--- src/rtl/pmc_pkg.sv ---
package pmc_pkg;
  typedef enum logic [2:0] {
    M_NORMAL = 3'd0,
    M_IDLE   = 3'd1,
    M_DIDLE  = 3'd2,
    M_STOP   = 3'd3,
    M_DSTOP  = 3'd4,
    M_SLEEP  = 3'd5
  } pmode_e;

  typedef enum logic [2:0] {
    PH_RUN, PH_E_ISO, PH_E_CLK, PH_E_PWR,
    PH_LOW, PH_X_PWR, PH_X_CLK, PH_X_ISO
  } phase_e;

  localparam int NDOM    = 4;
  localparam int DOM_CPU = 0;
  localparam int DOM_GEN = 1;
  localparam int DOM_AUD = 2;
  localparam int DOM_TOP = 3;

  typedef struct packed {
    logic            cpu_clk_off;
    logic            sys_clk_off;
    logic [NDOM-1:0] dom_off;
    logic            reg_off;
  } gate_prof_t;
endpackage

--- src/rtl/pmc_profile.sv ---
module pmc_profile
  import pmc_pkg::*;
(
  input  logic [2:0]  mode_raw,
  input  logic        gen_keep,
  input  logic        top_keep,
  output pmode_e      mode,
  output logic        invalid,
  output gate_prof_t  prof
);
  always_comb begin
    invalid = (mode_raw > 3'd5);
    mode    = invalid ? M_NORMAL : pmode_e'(mode_raw);
    prof    = '0;
    case (mode)
      M_IDLE: begin
        prof.cpu_clk_off = 1'b1;
      end
      M_DIDLE: begin
        prof.cpu_clk_off      = 1'b1;
        prof.dom_off[DOM_CPU] = 1'b1;
        prof.dom_off[DOM_GEN] = ~gen_keep;
      end
      M_STOP: begin
        prof.cpu_clk_off = 1'b1;
        prof.sys_clk_off = 1'b1;
      end
      M_DSTOP: begin
        prof.cpu_clk_off      = 1'b1;
        prof.sys_clk_off      = 1'b1;
        prof.dom_off[DOM_CPU] = 1'b1;
        prof.dom_off[DOM_GEN] = 1'b1;
        prof.dom_off[DOM_AUD] = 1'b1;
        prof.dom_off[DOM_TOP] = ~top_keep;
      end
      M_SLEEP: begin
        prof.cpu_clk_off = 1'b1;
        prof.sys_clk_off = 1'b1;
        prof.dom_off     = '1;
        prof.reg_off     = 1'b1;
      end
      default: ;
    endcase
  end
endmodule

--- src/rtl/pmc_timer.sv ---
module pmc_timer #(
  parameter int CW = 5
) (
  input  logic          clk,
  input  logic          rst_n,
  input  logic          load,
  input  logic [CW-1:0] load_val,
  output logic          done
);
  logic [CW-1:0] cnt_q, cnt_d;

  assign done = (cnt_q == '0);

  always_comb begin
    if (load)      cnt_d = load_val;
    else if (done) cnt_d = cnt_q;
    else           cnt_d = cnt_q - 1'b1;
  end

  always_ff @(posedge clk or negedge rst_n) begin
    if (!rst_n) cnt_q <= '0;
    else        cnt_q <= cnt_d;
  end

  // an expired count stays expired until reloaded
  p_hold_zero_r7: assert property (@(posedge clk) disable iff (!rst_n)
    (!load && done) |=> done);
endmodule

--- src/rtl/pmc_seq.sv ---
module pmc_seq
  import pmc_pkg::*;
#(
  parameter int SW         = 4,
  parameter int CW         = 5,
  parameter int DEF_STEP   = 4,
  parameter int PG_TIMEOUT = 16
) (
  input  logic          clk,
  input  logic          rst_n,
  input  logic          req,
  input  pmode_e        req_mode,
  input  logic          req_invalid,
  input  gate_prof_t    req_prof,
  input  logic [SW-1:0] step_len,
  input  logic          wake_evt,
  input  logic          pwr_good,
  input  logic          tmr_done,
  output logic          tmr_load,
  output logic [CW-1:0] tmr_val,
  output gate_prof_t    prof_q,
  output logic          st_iso,
  output logic          st_clk,
  output logic          st_pwr,
  output pmode_e        mode_q,
  output logic          err_q,
  output logic          wake_rst
);
  phase_e     phase_q, phase_d;
  gate_prof_t prof_d;
  pmode_e     mode_d;
  logic       iso_q, iso_d, clk_q, clk_d, pwr_q, pwr_d;
  logic       err_d, pend_q, pend_d, wrst_q, wrst_d;
  logic [CW-1:0] step_m1;

  assign step_m1 = ((step_len == '0) ? CW'(DEF_STEP) : CW'(step_len)) - 1'b1;

  always_comb begin
    phase_d  = phase_q;
    prof_d   = prof_q;
    mode_d   = mode_q;
    iso_d    = iso_q;
    clk_d    = clk_q;
    pwr_d    = pwr_q;
    err_d    = err_q;
    pend_d   = pend_q;
    wrst_d   = 1'b0;
    tmr_load = 1'b0;
    tmr_val  = step_m1;
    case (phase_q)
      PH_RUN: begin
        pend_d = 1'b0;
        if (req) begin
          err_d = req_invalid;
          if (req_mode != M_NORMAL) begin
            phase_d  = PH_E_ISO;
            prof_d   = req_prof;
            mode_d   = req_mode;
            iso_d    = 1'b1;
            tmr_load = 1'b1;
          end
        end
      end
      PH_E_ISO: begin
        pend_d = pend_q | wake_evt;
        if (tmr_done) begin
          phase_d  = PH_E_CLK;
          clk_d    = 1'b1;
          tmr_load = 1'b1;
        end
      end
      PH_E_CLK: begin
        pend_d = pend_q | wake_evt;
        if (tmr_done) begin
          phase_d  = PH_E_PWR;
          pwr_d    = 1'b1;
          tmr_load = 1'b1;
        end
      end
      PH_E_PWR: begin
        pend_d = pend_q | wake_evt;
        if (tmr_done) phase_d = PH_LOW;
      end
      PH_LOW: begin
        if (wake_evt || pend_q) begin
          phase_d  = PH_X_PWR;
          pwr_d    = 1'b0;
          pend_d   = 1'b0;
          tmr_load = 1'b1;
          tmr_val  = CW'(PG_TIMEOUT - 1);
        end
      end
      PH_X_PWR: begin
        if (pwr_good || tmr_done) begin
          phase_d  = PH_X_CLK;
          clk_d    = 1'b0;
          tmr_load = 1'b1;
        end
      end
      PH_X_CLK: begin
        if (tmr_done) begin
          phase_d  = PH_X_ISO;
          iso_d    = 1'b0;
          tmr_load = 1'b1;
        end
      end
      PH_X_ISO: begin
        if (tmr_done) begin
          phase_d = PH_RUN;
          wrst_d  = (mode_q == M_SLEEP);
          mode_d  = M_NORMAL;
        end
      end
      default: phase_d = PH_RUN;
    endcase
  end

  always_ff @(posedge clk or negedge rst_n) begin
    if (!rst_n) begin
      phase_q <= PH_RUN;
      prof_q  <= '0;
      mode_q  <= M_NORMAL;
      iso_q   <= 1'b0;
      clk_q   <= 1'b0;
      pwr_q   <= 1'b0;
      err_q   <= 1'b0;
      pend_q  <= 1'b0;
      wrst_q  <= 1'b0;
    end else begin
      phase_q <= phase_d;
      prof_q  <= prof_d;
      mode_q  <= mode_d;
      iso_q   <= iso_d;
      clk_q   <= clk_d;
      pwr_q   <= pwr_d;
      err_q   <= err_d;
      pend_q  <= pend_d;
      wrst_q  <= wrst_d;
    end
  end

  assign st_iso   = iso_q;
  assign st_clk   = clk_q;
  assign st_pwr   = pwr_q;
  assign wake_rst = wrst_q;

  // clock gating only under isolation, power gating only with clocks stopped
  p_clk_needs_iso_r7: assert property (@(posedge clk) disable iff (!rst_n)
    clk_q |-> iso_q);
  p_pwr_needs_clk_r7: assert property (@(posedge clk) disable iff (!rst_n)
    pwr_q |-> clk_q);
  // wakeup reset is a single cycle and follows a Sleep exit
  p_wake_rst_pulse_r10: assert property (@(posedge clk) disable iff (!rst_n)
    wrst_q |=> !wrst_q);
  p_wake_rst_sleep_r10: assert property (@(posedge clk) disable iff (!rst_n)
    wrst_q |-> (mode_q == M_NORMAL) && ($past(mode_q) == M_SLEEP));
  // held wakeup leaves the low state on the next edge
  p_exit_prompt_r11: assert property (@(posedge clk) disable iff (!rst_n)
    (phase_q == PH_LOW && pend_q) |=> (phase_q == PH_X_PWR));
  // latched profile cannot change outside Normal
  p_busy_ignores_req_r12: assert property (@(posedge clk) disable iff (!rst_n)
    (phase_q != PH_RUN) |=> $stable(prof_q));
endmodule

--- src/rtl/pwr_mode_ctrl.sv ---
module pwr_mode_ctrl
  import pmc_pkg::*;
#(
  parameter int SW         = 4,
  parameter int DEF_STEP   = 4,
  parameter int PG_TIMEOUT = 16
) (
  input  logic          clk,
  input  logic          rst_n,
  input  logic [2:0]    mode_sel,
  input  logic          gen_keep,
  input  logic          top_keep,
  input  logic [SW-1:0] step_len,
  input  logic          cpu_standby,
  input  logic          wake_evt,
  input  logic          pwr_good,
  output logic          cpu_clk_en,
  output logic          sys_clk_en,
  output logic          iso_cpu,
  output logic          iso_gen,
  output logic          iso_aud,
  output logic          iso_top,
  output logic          pwr_en_cpu,
  output logic          pwr_en_gen,
  output logic          pwr_en_aud,
  output logic          pwr_en_top,
  output logic          reg_en,
  output logic          wake_rst,
  output logic [2:0]    cur_mode,
  output logic          mode_err
);
  localparam int PW = $clog2(PG_TIMEOUT + 1);
  localparam int CW = (SW > PW) ? SW : PW;

  pmode_e          req_mode, mode_q;
  logic            req_invalid;
  gate_prof_t      req_prof, prof_q;
  logic            tmr_load, tmr_done;
  logic [CW-1:0]   tmr_val;
  logic            st_iso, st_clk, st_pwr;
  logic [NDOM-1:0] iso_v, pwr_v;

  pmc_profile u_profile (
    .mode_raw (mode_sel),
    .gen_keep (gen_keep),
    .top_keep (top_keep),
    .mode     (req_mode),
    .invalid  (req_invalid),
    .prof     (req_prof)
  );

  pmc_timer #(.CW(CW)) u_timer (
    .clk      (clk),
    .rst_n    (rst_n),
    .load     (tmr_load),
    .load_val (tmr_val),
    .done     (tmr_done)
  );

  pmc_seq #(
    .SW(SW), .CW(CW), .DEF_STEP(DEF_STEP), .PG_TIMEOUT(PG_TIMEOUT)
  ) u_seq (
    .clk         (clk),
    .rst_n       (rst_n),
    .req         (cpu_standby),
    .req_mode    (req_mode),
    .req_invalid (req_invalid),
    .req_prof    (req_prof),
    .step_len    (step_len),
    .wake_evt    (wake_evt),
    .pwr_good    (pwr_good),
    .tmr_done    (tmr_done),
    .tmr_load    (tmr_load),
    .tmr_val     (tmr_val),
    .prof_q      (prof_q),
    .st_iso      (st_iso),
    .st_clk      (st_clk),
    .st_pwr      (st_pwr),
    .mode_q      (mode_q),
    .err_q       (mode_err),
    .wake_rst    (wake_rst)
  );

  for (genvar d = 0; d < NDOM; d++) begin : g_dom
    assign iso_v[d] = st_iso & prof_q.dom_off[d];
    assign pwr_v[d] = ~(st_pwr & prof_q.dom_off[d]);
    // a domain is isolated whenever its switch is open
    p_iso_cover_pwr_r7: assert property (@(posedge clk) disable iff (!rst_n)
      !pwr_v[d] |-> iso_v[d]);
  end

  assign cpu_clk_en = ~(st_clk & prof_q.cpu_clk_off);
  assign sys_clk_en = ~(st_clk & prof_q.sys_clk_off);
  assign reg_en     = ~(st_pwr & prof_q.reg_off);
  assign iso_cpu    = iso_v[DOM_CPU];
  assign iso_gen    = iso_v[DOM_GEN];
  assign iso_aud    = iso_v[DOM_AUD];
  assign iso_top    = iso_v[DOM_TOP];
  assign pwr_en_cpu = pwr_v[DOM_CPU];
  assign pwr_en_gen = pwr_v[DOM_GEN];
  assign pwr_en_aud = pwr_v[DOM_AUD];
  assign pwr_en_top = pwr_v[DOM_TOP];
  assign cur_mode   = mode_q;

  // regulator off only with every domain switched off
  p_reg_off_full_r6: assert property (@(posedge clk) disable iff (!rst_n)
    !reg_en |-> (pwr_v == '0));
  // general domain is gated only together with the CPU
  p_gen_with_cpu_r3: assert property (@(posedge clk) disable iff (!rst_n)
    !pwr_en_gen |-> !pwr_en_cpu);
  // audio is gated only when the system clock is stopped
  p_aud_clk_r5: assert property (@(posedge clk) disable iff (!rst_n)
    !pwr_en_aud |-> !sys_clk_en);
endmodule

--- config.mk ---
export PLATFORM = sky130hd
export DESIGN_NAME = pwr_mode_ctrl
export DESIGN_NICKNAME = d
export VERILOG_FILES = /design/src/rtl/pmc_pkg.sv /design/src/rtl/pmc_profile.sv /design/src/rtl/pmc_timer.sv /design/src/rtl/pmc_seq.sv /design/src/rtl/pwr_mode_ctrl.sv
export SDC_FILE = /design/constraint.sdc
export NUM_CORES = 1
export LEC_CHECK = 0
export ABC_AREA = 1
export BUFFER_PORTS_ARGS = -buffer_cell sky130_fd_sc_hd__buf_2
export CAP_MARGIN = 0
export CORE_MARGIN = 3
export CORE_UTILIZATION = 35
export DETAILED_ROUTE_END_ITERATION = 10
export PLACE_DENSITY_LB_ADDON = 0.3
export SLEW_MARGIN = 20
export SYNTH_ARGS = -nofsm -noshare
export SYNTH_HDL_FRONTEND = slang
export SYNTH_SLANG_ARGS = --single-unit
--- constraint.sdc ---
create_clock -name clk -period 1.7 [get_ports clk]
set_input_delay 0.17 -clock clk [delete_from_list [all_inputs] [get_ports clk]]
set_output_delay 0.17 -clock clk [all_outputs]
set_load 0.02 [all_outputs]
==> impl_metrics.yaml, run 1 <==
cts:
  clk_path_buf_depth: 2
  numCtsBuffers: 3
  path_clk_slew_ps: 90
  cts_num_sinks: 24
  root_buffer: "clkbuf_8"
  htreeDepth: 1
  clk_latency_ps: 270
  tritoncts: "done"
logic_synthesis:
  synth_nets: 211
  synth_ff_type: "dfrtp_1"
  yosys_register_bits: 24
  yosysWarnings: 0
  synth_seq_area_share_pct: 41.7
  synthesis.area_um2: 1440
  synth_cell_types: 30
  synth.most_common_cell: "nand2_1"
  syn_inst: 194
  synth_largest_area_cell: "dfrtp_1"
  synth_edf_count: 0
  synth_top_cell_area_share_pct: 41.7
  synthTopCellsByArea: "dfrtp_1 (42%), nand2_1 (15%), inv_1 (8.1%), nand3_1 (5.9%), o21ai_0 (4.9%)"
  synth_area_per_cell_um2: 7.42
  ys_async_sr_fraction_pct: 100
  synth_common_cells: "nand2_1 (57), inv_1 (31), dfrtp_1 (24)"
grt:
  grt_max_degree: 25
  track_usage_pct: 13.5
  antenna_found_initial: 0
  grt_pass1_vias: 1221
  grt_pass1_wl_um: 5400
  grt_overflow_total: 0
setup_path:
  criticalPathCategory: "reg -> reg"
  crit_arrival_ps: 1710
  reg2reg_slack_ps: 140
  startpoint_type: "flip-flop"
  worst_setup_path_end_kind: "flip-flop"
  worst-path-max-fanout: 6
  required_ps: 1850
floorplan:
  start_util_pct: 37.9
  rows: 22
  die-width_um: 70.1
  ios: 30
  core-area_um2: 3800
  die_area_um2: 4920
  die_y_um: 70.1
timing:
  max_freq_mhz: 642
  fin_skew_ps: 6.28
  period_share_pct: 91.6
  holdWs_ps: 146
  setup_viol_count_final: 0
  setup_tns_ps: 0
  rsz0062_at_grt: "yes"
  maxSlewViolCount: 0
  hold_violations: 0
  relSlewSlack_pct: 64.7
  fin_crit_ps: 1560
  tightest_slew_ps: 530
placed_design:
  gp_congestion: 0.852
  hpwl_um: 2420
  port_buffers: 29
  dpl.cell_count: 272
final_layout:
  nets: 250
  drive_gt1_share_pct: 23.7
  nFillCells: 392
  stdcell_count: 280
  final_core_util_pct: 46.4
  area_delta_synth_final_pct: 22.5
  diodes: 0
run:
  drv_cap: 0
power_and_ir_drop:
  power_density_nw_per_um2: 1780
  finalPower_uw: 3140
  ir_drop_mv: 0.818
  p_leak_uw: 0.000997
detailed_routing:
  vias: 1321
  first_iter_violations: 49
  vias_per_cell: 4.72
  ant_nets: 0
  detail_route.first_pass.iterations: 4
  drc: 0
  totalWireLength_um: 3060
  wire_per_inst_um: 10.9
hold_path:
  hold_path_class: "in -> reg"
run_status:
  status: "finished, final reports clean"
## registers in the layout (all words and copies together), names as in the netlist
signal / count
u_seq.st_clk: 1
u_seq.wake_rst: 1
u_seq.phase_q: 3
u_seq.st_pwr: 1
u_seq.pend_q: 1
u_timer.cnt_q: 5
u_seq.prof_q: 7
u_seq.err_q: 1
u_seq.mode_q: 3
u_seq.st_iso: 1
## cells in the final DEF (no fill, tap or decap), drive strengths merged, types with 2 or more instances in the layout
| cell | n |
|---|---|
| or2 | 2 |
| nand3 | 18 |
| buf | 34 |
| nor3 | 3 |
| a21oi | 5 |
| nand2 | 60 |
| inv | 33 |
| xor2 | 2 |
| nor2 | 18 |
| clkbuf | 3 |
| o21ai | 16 |
| dfrtp | 24 |
| ha | 3 |
## routing by layer
| metal | up-vias | share of wire, % | GRT usage (%) |
|---|---|---|---|
| li1 | 691 | - | - |
| met1 | 606 | 48 | 17.5 |
| met2 | 20 | 49 | 22.8 |
| met3 | 4 | 2.5 | 2.01 |
| met4 | 0 | 1.3 | 4.47 |
| met5 | - | 0 | 0 |
## final cells by class
class | instances | area (µm²) | share of cell area [%]
Tap cell | 48 | 60.1 | 3.41
Timing Repair Buffer | 35 | 193 | 10.9
Clock inverter | 1 | 30.0 | 1.70
Clock buffer | 3 | 41.3 | 2.34
Multi-Input combinational cell | 136 | 714 | 40.5
Sequential cell | 24 | 601 | 34.1
Inverter | 33 | 124 | 7.03
## cell families after synthesis
group / synth area share (%)
buf+inv: 9.13
xor+xnor: 1.83
fa+ha+maj: 2.61
compound gates: 10.7
flops: 41.7
simple gates: 34.0
## final timing paths
path | from | endpoint | depth (start not counted)
setup / recovery | u_timer.cnt_q[0]$_DFFE_PN0P_ | u_seq.phase_q[1]$_DFFE_PN0P_ | 9
min in group asynchronous | rst_n | u_seq.mode_q[0]$_DFFE_PN0P_ | 2
setup reg to reg | u_timer.cnt_q[0]$_DFFE_PN0P_ | u_seq.phase_q[1]$_DFFE_PN0P_ | 9
max in group asynchronous | rst_n | u_timer.cnt_q[0]$_DFFE_PN0P_ | 2
hold reg to reg | u_seq.mode_q[1]$_DFFE_PN0P_ | u_seq.wake_rst$_DFF_PN0_ | 1
hold / removal | gen_keep | u_seq.prof_q[2]$_DFFE_PN0P_ | 4
## power by group
group / internal, µW / switching (µW) / total [µW]
clock: 315 / 182 / 497
combinational: 601 / 1010 / 1610
sequential: 822 / 215 / 1040
## what timing repair did
action | CTS | global route
hold endpoints to repair | 24 | 0
hold buffers | 1 | 0
endpoints found under the setup margin | 0 | 8
gates resized for setup | 0 | 4
buffers inserted | 0 | 3
## critical path, stage by stage (launching register included)
cell,delay [ps]
dfrtp_1,380
inv_1,90
ha_1,170
inv_1,40
nor2_1,140
nand2_2,130
nand3_1,100
nand3_1,120
nor2_1,180
o21bai_1,90
## metrics by stage
stage / area (µm²) / worst slack, ps
2_1_floorplan: 1440 / 223
3_3_place_gp: 1650 / 112
3_5_place_dp: 1650 / 67.2
4_1_cts: 1730 / 40.3
5_1_grt: 1760 / -20.6
6_report: 1760 / 143
Note: power is estimated with default switching activity, not from simulation.
==> run 2, diff against run 1 <==
--- a/config.mk
+++ b/config.mk
@@ -8,6 +8,7 @@
 export ABC_AREA = 1
 export BUFFER_PORTS_ARGS = -buffer_cell sky130_fd_sc_hd__buf_2
 export CAP_MARGIN = 0
+export CORE_ASPECT_RATIO = 1.25
 export CORE_MARGIN = 3
 export CORE_UTILIZATION = 35
 export DETAILED_ROUTE_END_ITERATION = 10
==> run 2 against run 1 <==
  * Global-route usage up 0.30 points
  * Clock power down 22%
  * Largest cell class unchanged
  * Combinational power barely moved
  * Final area shrank 0.64%
==> impl_metrics.yaml, run 2 (synthesis results as in run 1) <==
run:
  drv_cap: 0
floorplan:
  die_y_um: 77.7
  die_area_um2: 4920
  rows: 25
  start_util_pct: 37.1
  core-area_um2: 3880
  die-width_um: 63.4
  ios: 30
power_and_ir_drop:
  switching_share_pct: 46.3
  clkPwrFrac_pct: 12.8
  power_density_nw_per_um2: 1730
  comb_power_share_pct: 53.2
  p_leak_uw: 0.000982
  ir_drop_mv: 0.493
  seqPwrFrac_pct: 34.0
  p_sw_uw: 1400
  internal_power_uw: 1630
cts:
  root_buffer: "clkbuf_8"
  htreeDepth: 1
  clk_latency_ps: 270
  tritoncts: "done"
  clk_path_buf_depth: 2
  numCtsBuffers: 3
  path_clk_slew_ps: 80
  cts_num_sinks: 24
timing:
  maxSlewViolCount: 0
  fin_crit_ps: 1560
  setup_tns_ps: 0
  fin_skew_ps: 1.68
  relSlewSlack_pct: 63.6
  period_share_pct: 91.7
  tightest_slew_ps: 546
  max_freq_mhz: 641
  hold_violations: 0
  setup_viol_count_final: 0
final_layout:
  final_core_util_pct: 45.2
  nets: 249
  drive_gt1_share_pct: 25.1
  final_common_cell: "nand2_1"
  reg_top3: "u_seq.prof_q x7, u_timer.cnt_q x5"
  diodes: 0
  fin_area_um2: 1750
  mostFrequentLayoutCells: "nand2_1 (55), inv_1 (29), buf_2 (29), dfrtp_1 (24), nand3_1 (17)"
  area_delta_synth_final_pct: 21.7
  largest_register_ffs: 7
  top_register: "u_seq.prof_q"
grt:
  antenna_found_initial: 0
  grt_overflow_total: 0
  track_usage_pct: 13.8
  grt_max_degree: 25
  grt_pass1_wl_um: 5450
  grt_pass1_vias: 1229
detailed_routing:
  wire_per_inst_um: 11.0
  vias: 1324
  ant_nets: 0
  drc: 0
  vias_per_cell: 4.65
  totalWireLength_um: 3130
  detail_route.first_pass.iterations: 4
  first_iter_violations: 42
hold_path:
  min_from: "gen_keep"
  hold_path_class: "in -> reg"
  hold_depth: 4
  min_to: "u_seq.prof_q[2]$_DFFE_PN0P_"
setup_path:
  critPathMaxStageDelay_ps: 380
  cpMaxStageDelayCell: "dfrtp_1"
  startpoint_type: "flip-flop"
  reg2reg_slack_ps: 140
  worst-path-max-fanout: 7
  required_ps: 1870
  ff2ff_path_depth: 12
  worst_setup_path_end_kind: "flip-flop"
  r2r_end: "u_timer.cnt_q[2]$_DFFE_PN0P_"
  r2r_start: "u_timer.cnt_q[0]$_DFFE_PN0P_"
  crit_arrival_ps: 1730
  path_cells: "inv_2 -> ha_2 -> inv_1 -> nor2_2 -> nand2_2 -> nand2_1 -> nand2_2 -> nand2_4 -> nor2_4 -> o21ai_1 -> nand2_1 -> inv_1"
  cpLargestDelayFamily: "simple AND/OR/NAND/NOR gates"
  crit_buf_inv: 3
  criticalPathCategory: "reg -> reg"
placed_design:
  place_area_um2: 1670
  gp_congestion: 0.803
  port_buffers: 29
  hpwl_um: 2450
run_status:
  status: "finished, final reports clean"
## run 2: cell types whose count changed in the layout (fill, tap and decap cells not counted), moves of 2 or more
cell / change
inv_2: +2
nor2_1: -2
inv_1: -2
nor2_2: +2
## run 2: worst max-delay path by stage
stage | start | end | slack, ps | cells past startpoint
after global routing | u_timer.cnt_q[0]$_DFFE_PN0P_ | u_timer.cnt_q[2]$_DFFE_PN0P_ | -20 | 12
after CTS | u_timer.cnt_q[0]$_DFFE_PN0P_ | u_timer.cnt_q[2]$_DFFE_PN0P_ | 50 | 12
after floorplan | u_timer.cnt_q[0]$_DFFE_PN0P_ | u_timer.cnt_q[2]$_DFFE_PN0P_ | 220 | 12
after global placement | u_timer.cnt_q[0]$_DFFE_PN0P_ | u_timer.cnt_q[2]$_DFFE_PN0P_ | 140 | 12
final | u_timer.cnt_q[0]$_DFFE_PN0P_ | u_timer.cnt_q[2]$_DFFE_PN0P_ | 140 | 12
after detailed placement | u_timer.cnt_q[0]$_DFFE_PN0P_ | u_timer.cnt_q[2]$_DFFE_PN0P_ | 60 | 12
## run 2: power by group through the flow
stage	Sequential, µW	Clock [µW]	Combinational (µW)
final	1030	388	1610
after floorplan	1050	0	1140
after global placement	1040	0	1570
after global routing	1070	425	1850
after detailed placement	1040	0	1580
after CTS	1030	404	1580
## run 2: repair_timing
| action | CTS | global route |
|---|---|---|
| hold buffers | 1 | 0 |
| buffers inserted | 0 | 1 |
| resized for setup | 0 | 9 |
| endpoints found under the hold margin | 24 | 0 |
| setup endpoints to repair | 0 | 8 |
## run 2: final cells by class
| type | instances | area, µm² |
|---|---|---|
| fill | 426 | 2130 |
| timing repair buffer | 34 | 185 |
| sequential | 24 | 601 |
| clock buffer | 4 | 55.1 |
| multi-input combinational | 136 | 719 |
| tap | 54 | 67.6 |
| inverter | 33 | 124 |
## run 2: per-layer routing
layer | vias up | wire length [µm] | GRT usage, %
met5 | - | 0 | 0
met4 | 0 | 73 | 6.48
met3 | 6 | 172 | 1.74
met2 | 37 | 1450 | 23.4
met1 | 594 | 1430 | 17.1
li1 | 687 | - | -
## run 2: stage by stage
step	total power, µW	hold slack [ps]	setup WS (ps)	std cells
3_3_place_gp	2600	189	137	279
5_1_grt	3350	173	-17.9	285
4_1_cts	3020	158	49.8	284
2_1_floorplan	2190	-126	223	194
6_report	3030	153	140	285
3_5_place_dp	2620	185	64.2	279
## run 2: worst min-delay path, cell delays in order
cell	delay, ps
buf_2	80
nand2_1	40
nand2_1	60
nand2_1	40
